### src/rtl/fldx_pkg.sv
package fldx_pkg;

    localparam int BYTE_W = 6;
    localparam int NBYTES = 5;
    localparam int MAG_W  = BYTE_W * NBYTES;
    localparam int WORD_W = MAG_W + 1;
    localparam int IDX_W  = 3;
    localparam int SPEC_W = 2 * IDX_W;

    typedef struct packed {
        logic             neg;
        logic [MAG_W-1:0] mag;
    } fword_t;

    typedef struct packed {
        logic             ok;
        logic [IDX_W-1:0] lo;
        logic [IDX_W-1:0] hi;
        logic [IDX_W-1:0] first;
        logic [IDX_W-1:0] count;
        logic [IDX_W-1:0] shift;
    } fspec_t;

    // Mask covering the lowest 'n' bytes of a magnitude.
    function automatic logic [MAG_W-1:0] low_bytes(input logic [IDX_W-1:0] n);
        logic [MAG_W-1:0] m;
        m = '0;
        for (int b = 0; b < NBYTES; b++) begin
            if (b < int'(n)) m[b*BYTE_W +: BYTE_W] = '1;
        end
        return m;
    endfunction

endpackage

### src/rtl/fldx_spec_dec.sv
module fldx_spec_dec
    import fldx_pkg::*;
(
    input  logic [SPEC_W-1:0] spec_i,
    output fspec_t            dec_o
);
    logic [IDX_W-1:0] lo, hi, first;
    logic             ok;

    always_comb begin
        lo    = spec_i[SPEC_W-1:IDX_W];
        hi    = spec_i[IDX_W-1:0];
        ok    = (lo <= hi) && (hi <= IDX_W'(NBYTES));
        first = (lo == '0) ? IDX_W'(1) : lo;

        dec_o       = '0;
        dec_o.ok    = ok;
        dec_o.lo    = lo;
        dec_o.hi    = hi;
        dec_o.first = first;
        if (ok) begin
            dec_o.count = (hi >= first) ? (hi - first + IDX_W'(1)) : '0;
            dec_o.shift = IDX_W'(NBYTES) - hi;
        end
    end
endmodule

### src/rtl/fldx_extract.sv
module fldx_extract
    import fldx_pkg::*;
(
    input  fword_t mem_i,
    input  fspec_t dec_i,
    input  logic   negate_i,
    output fword_t out_o
);
    logic [MAG_W-1:0] shifted;
    logic             base_sign;

    always_comb begin
        shifted   = mem_i.mag >> (BYTE_W * int'(dec_i.shift));
        base_sign = (dec_i.lo == '0) ? mem_i.neg : 1'b0;
        out_o     = '0;
        if (dec_i.ok) begin
            out_o.mag = shifted & low_bytes(dec_i.count);
            out_o.neg = base_sign ^ negate_i;
        end
    end
endmodule

### src/rtl/fldx_insert.sv
module fldx_insert
    import fldx_pkg::*;
(
    input  fword_t mem_i,
    input  fword_t reg_i,
    input  fspec_t dec_i,
    output fword_t out_o
);
    logic [MAG_W-1:0] aligned;
    logic [MAG_W-1:0] merged;

    assign aligned = reg_i.mag << (BYTE_W * int'(dec_i.shift));

    // One selector per byte position; position k sits at bits [(NBYTES-k)*BYTE_W +: BYTE_W].
    for (genvar k = 1; k <= NBYTES; k++) begin : g_pos
        localparam logic [IDX_W-1:0] KI = IDX_W'(k);
        localparam int LSB = (NBYTES - k) * BYTE_W;
        logic take;
        assign take = dec_i.ok && (KI >= dec_i.first) && (KI <= dec_i.hi);
        assign merged[LSB +: BYTE_W] = take ? aligned[LSB +: BYTE_W] : mem_i.mag[LSB +: BYTE_W];
    end

    always_comb begin
        out_o.mag = merged;
        out_o.neg = (dec_i.ok && dec_i.lo == '0) ? reg_i.neg : mem_i.neg;
    end
endmodule

### src/rtl/fldxfer_unit.sv
module fldxfer_unit
    import fldx_pkg::*;
(
    input  logic              clk,
    input  logic              rst,
    input  logic              start_i,
    input  logic              store_i,
    input  logic              negate_i,
    input  logic [SPEC_W-1:0] spec_i,
    input  logic [WORD_W-1:0] mem_word_i,
    input  logic [WORD_W-1:0] reg_word_i,
    output logic [WORD_W-1:0] result_o,
    output logic              spec_err_o,
    output logic              valid_o
);
    fspec_t dec;
    fword_t mem_w, reg_w, ld_w, st_w, res_q;

    assign mem_w = fword_t'(mem_word_i);
    assign reg_w = fword_t'(reg_word_i);

    fldx_spec_dec u_dec (.spec_i(spec_i), .dec_o(dec));
    fldx_extract  u_ext (.mem_i(mem_w), .dec_i(dec), .negate_i(negate_i), .out_o(ld_w));
    fldx_insert   u_ins (.mem_i(mem_w), .reg_i(reg_w), .dec_i(dec), .out_o(st_w));

    always_ff @(posedge clk) begin
        if (rst) begin
            res_q      <= '0;
            spec_err_o <= 1'b0;
            valid_o    <= 1'b0;
        end else begin
            valid_o <= start_i;
            if (start_i) begin
                res_q      <= store_i ? st_w : ld_w;
                spec_err_o <= !dec.ok;
            end
        end
    end

    assign result_o = res_q;

    // strobe timing and hold
    a_r8_valid_after_start: assert property (@(posedge clk) disable iff (rst)
        start_i |=> valid_o);
    a_r8_quiet_without_start: assert property (@(posedge clk) disable iff (rst)
        !start_i |=> !valid_o);
    a_r8_result_held: assert property (@(posedge clk) disable iff (rst)
        !start_i |=> $stable(result_o) && $stable(spec_err_o));

    // out-of-range spec reported
    a_r2_bad_spec_flagged: assert property (@(posedge clk) disable iff (rst)
        (start_i && spec_i[2:0] > 3'd5) |=> spec_err_o);

    // load with field past the sign yields a positive result
    a_r4_load_sign_plus: assert property (@(posedge clk) disable iff (rst)
        (start_i && !store_i && !negate_i && spec_i[5:3] != 3'd0) |=> !result_o[WORD_W-1]);

    // store not touching position 0 keeps memory sign
    a_r6_store_keeps_sign: assert property (@(posedge clk) disable iff (rst)
        (start_i && store_i && spec_i[5:3] != 3'd0) |=> result_o[WORD_W-1] == $past(mem_word_i[WORD_W-1]));

endmodule

### config.mk
export PLATFORM = sky130hd
export DESIGN_NAME = fldxfer_unit
export DESIGN_NICKNAME = d
export VERILOG_FILES = /design/src/rtl/fldx_pkg.sv /design/src/rtl/fldx_spec_dec.sv /design/src/rtl/fldx_extract.sv /design/src/rtl/fldx_insert.sv /design/src/rtl/fldxfer_unit.sv
export SDC_FILE = /design/constraint.sdc
export NUM_CORES = 1
export LEC_CHECK = 0
export BUFFER_PORTS_ARGS = -buffer_cell sky130_fd_sc_hd__buf_4
export CAP_MARGIN = 20
export CORE_ASPECT_RATIO = 0.8
export CORE_MARGIN = 10
export CORE_UTILIZATION = 50
export DETAILED_ROUTE_END_ITERATION = 10
export GPL_TIMING_DRIVEN = 1
export PLACE_DENSITY = 0.73
export RECOVER_POWER = 50
export SKIP_CTS_REPAIR_TIMING = 1
export SYNTH_ARGS = -nofsm -noshare
export SYNTH_HDL_FRONTEND = slang
export SYNTH_SLANG_ARGS = --single-unit
### constraint.sdc
create_clock -name clk -period 5.6 [get_ports clk]
set_clock_uncertainty 0.2 [all_clocks]
set_input_delay 0.28 -clock clk [delete_from_list [all_inputs] [get_ports clk]]
set_output_delay 0.28 -clock clk [all_outputs]
set_load 0.05 [all_outputs]
==> results.json <==
{
  "ant_nets": 0,
  "syn_to_final_growth_pct": 17.64,
  "finalSetupTns_ns": 0,
  "endpoint_kind": "flip-flop",
  "wl_met3_um": 5049,
  "power_mw": 1.465,
  "die-area_um2": 14390,
  "nFillCells": 980,
  "synthAdderAreaFrac_pct": 3.915,
  "vias_per_cell": 7.737,
  "p_sw_share_pct": 50.33,
  "synth_compound_area_share_pct": 42.96,
  "drt_first_iter_violations": 1530,
  "reg2reg_setup_slack_ns": 4.46,
  "drc_errors": 0,
  "num_rows": 32,
  "outcome": "finished clean",
  "yosys-top-cells-count": "75 x nand2_1, 70 x nor2_1, 44 x clkbuf_1, 44 x o21ai_0, 37 x a211oi_1",
  "io_pins": 106,
  "layout_min_cycle_time_ns": 4.714,
  "synth_top_family_by_area": "compound AO/OA/AOI/OAI gates",
  "yosysSeqAreaShare_pct": 13.25,
  "wl_um": 27130,
  "slew_violations": 0,
  "die_y_um": 109.3,
  "required_ns": 5.61,
  "fmax_ghz": 0.2121,
  "placed_area_um2": 5809,
  "yosysMostFrequentCell": "nand2_1",
  "synth_top_area_share_pct": 13.25,
  "rr_endpoint": "result_o[19]",
  "path_class": "input pin to flip-flop",
  "power.switching_mw": 0.7375,
  "route.met2.wl_um": 10430,
  "htree_levels": 2,
  "holdPathEnd": "result_o[28]",
  "design_area_um2": 5866,
  "clockRootBuffer": "clkbuf_16",
  "diodes": 0,
  "path_clk_slew_ns": 0.06,
  "grt_max_degree": 52,
  "max-slew-margin-rel_pct": 21.29,
  "coreArea_um2": 9689,
  "die_w_um": 131.6,
  "hp-class": "input pin to flip-flop",
  "reg2reg_depth": 3,
  "cellPowerDensity_nw_per_um2": 249.8,
  "vias": 7180,
  "wl_met1_um": 10240,
  "fin_cells": 928,
  "synth_area_leader_cell": "dfxtp_1",
  "post-place-cells": 919,
  "worst-path-max-fanout": 40,
  "gr-total-overflow": 0,
  "dr.pass1.iters": 8,
  "grt_pass1_wl_um": 40120,
  "crit_arrival_ns": 4.72,
  "synth_edf_count": 0,
  "cts_buffers": 5,
  "p_leak_nw": 2.253,
  "startpoint_type": "input pin",
  "p_clk_share_pct": 22.9,
  "cts_sinks": 33,
  "min_from": "mem_word_i[28]",
  "cts_max_path_buffers": 2,
  "synth_mux_area_share_pct": 4.793,
  "top_layer": "met4",
  "synth_cell_types": 76,
  "grt_setup_unrepaired": "false",
  "drv_cap": 0,
  "synthXorXnorAreaFrac_pct": 0.8030,
  "setup_viol": 0,
  "r2r-start": "result_o[19]",
  "synth_area_per_cell_um2": 6.877,
  "ys_ff_latch": 33,
  "tightest_slew_ns": 1.181,
  "synth_area_leaders": "dfxtp_1 13%, nand2_1 5.6%, a211oi_1 5.6%",
  "combPwrFrac_pct": 59.2,
  "internal-power_mw": 0.7278,
  "pwr-share-seq_pct": 17.9,
  "synthArstFlopShare_pct": 0,
  "ys.warnings.count": 0,
  "grt_pass1_vias": 6631,
  "antenna_found_initial": 1,
  "dp_hpwl_um": 19680,
  "final_util_pct": 60.54,
  "worstSkewPairLatency_ns": 0.29,
  "min_period_over_period_pct": 84.19,
  "ir_drop_uv": 135.0,
  "cts_tree": "done",
  "drive_gt1_share_pct": 16.54,
  "start_util_pct": 51.46,
  "port_buffers": 105,
  "synthesis.area_um2": 4986,
  "grt_usage_pct": 35.17,
  "min_path_cells": 3,
  "routedWlPerCell_um": 29.24,
  "gp_congestion": 1.102,
  "syn_inst": 725,
  "nets": 879,
  "syn_nets": 813,
  "synth_flop_cell": "dfxtp_1",
  "hold_viol": 0,
  "yosys.area_share.simple_pct": 26.35
}
area by class of cell:
type | instances | area (um2) | area share, %
Clock buffer | 7 | 142.6 | 2.432
Tap cell | 136 | 170.2 | 2.901
Timing Repair Buffer | 127 | 829.5 | 14.14
Clock inverter | 1 | 30.03 | 0.5119
Inverter | 27 | 101.3 | 1.728
Sequential cell | 33 | 660.6 | 11.26
Multi-Input combinational cell | 597 | 3931 | 67.02
critical path, stage by stage:
cell and delay [ns]:
buf_4 0.41, inv_1 0.14, ha_1 0.34, and3b_1 0.22, o21ai_2 0.18, nand2_2 0.26, nor2_1 0.24, inv_1 0.09
fa_1 0.47, or2_2 0.35, o311a_1 0.52, buf_4 0.31, nor3_1 0.48, a22oi_1 0.19, a311oi_1 0.22
cells by family (layout without fill, tap and decap cells):
kind of cell / after synthesis / in the layout
fa+ha+maj: 15 / 15
mux: 23 / 23
compound gates: 288 / 288
xor+xnor: 3 / 3
flops: 33 / 33
buf+inv: 95 / 162
simple gates: 268 / 268
per-layer routing:
layer,vias up,global-route usage [%]
met3,174,16.86
met5,-,1.961
met1,3254,44.73
met4,0,14.10
li1,2959,-
met2,793,49.93
sequential cells by signal, indices dropped and copies added (netlist names):
name        count
valid_o         1
result_o       31
spec_err_o      1
per-stage QoR:
| stage | hold WS, ns | setup WS [ns] |
|---|---|---|
| after CTS | 0.1643 | 1.045 |
| after global placement | 0.2656 | 0.8929 |
| final | 0.1794 | 0.8856 |
| after floorplan | 0.1807 | 1.046 |
| after detailed placement | 0.2631 | 0.7464 |
| after global routing | 0.1991 | 0.6542 |
power by group through the flow:
stage / Combinational, mW / Sequential [mW] / Clock (mW)
5_1_grt: 0.890 / 0.264 / 0.338
3_3_place_gp: 0.825 / 0.267 / 0
4_1_cts: 0.824 / 0.263 / 0.330
6_report: 0.867 / 0.263 / 0.335
2_1_floorplan: 0.464 / 0.327 / 0
3_5_place_dp: 0.821 / 0.267 / 0
how the worst max path moves through the flow:
stage / cells after the start / slack, ns / endpoint / start
2_1_floorplan: 18 / 1.05 / result_o[5] / spec_i[1]
4_1_cts: 16 / 1.05 / result_o[16] / spec_i[1]
3_5_place_dp: 15 / 0.75 / result_o[3] / spec_i[1]
3_3_place_gp: 15 / 0.89 / result_o[3] / spec_i[1]
5_1_grt: 16 / 0.65 / result_o[16] / spec_i[1]
6_report: 15 / 0.89 / result_o[3] / spec_i[1]
placed cells by master, fill, tap and decap left out, types with 4 or more instances in the layout:
cell type	n
inv_1	26
o32ai_1	6
o2bb2ai_1	4
a311oi_1	15
and2_1	4
o31ai_1	11
o21ai_0	44
nor2_1	70
nor2b_1	5
nand3_1	32
nor3_1	26
mux2i_1	16
a22oi_1	8
nand2_1	75
a32oi_1	5
o211ai_1	10
mux2_2	7
or2_2	4
a211oi_1	37
o221ai_1	4
a311o_1	6
a221oi_1	11
nand2b_1	6
o311a_1	5
ha_1	14
nand4_1	4
and3_1	14
a21oi_1	33
a32o_1	9
nor4_1	7
a31oi_1	19
clkbuf_1	34
clkbuf_16	5
o21bai_1	6
o31a_1	5
dfxtp_1	33
buf_4	94
o22ai_1	11
No activity file was read; power rests on OpenSTA's default activity.
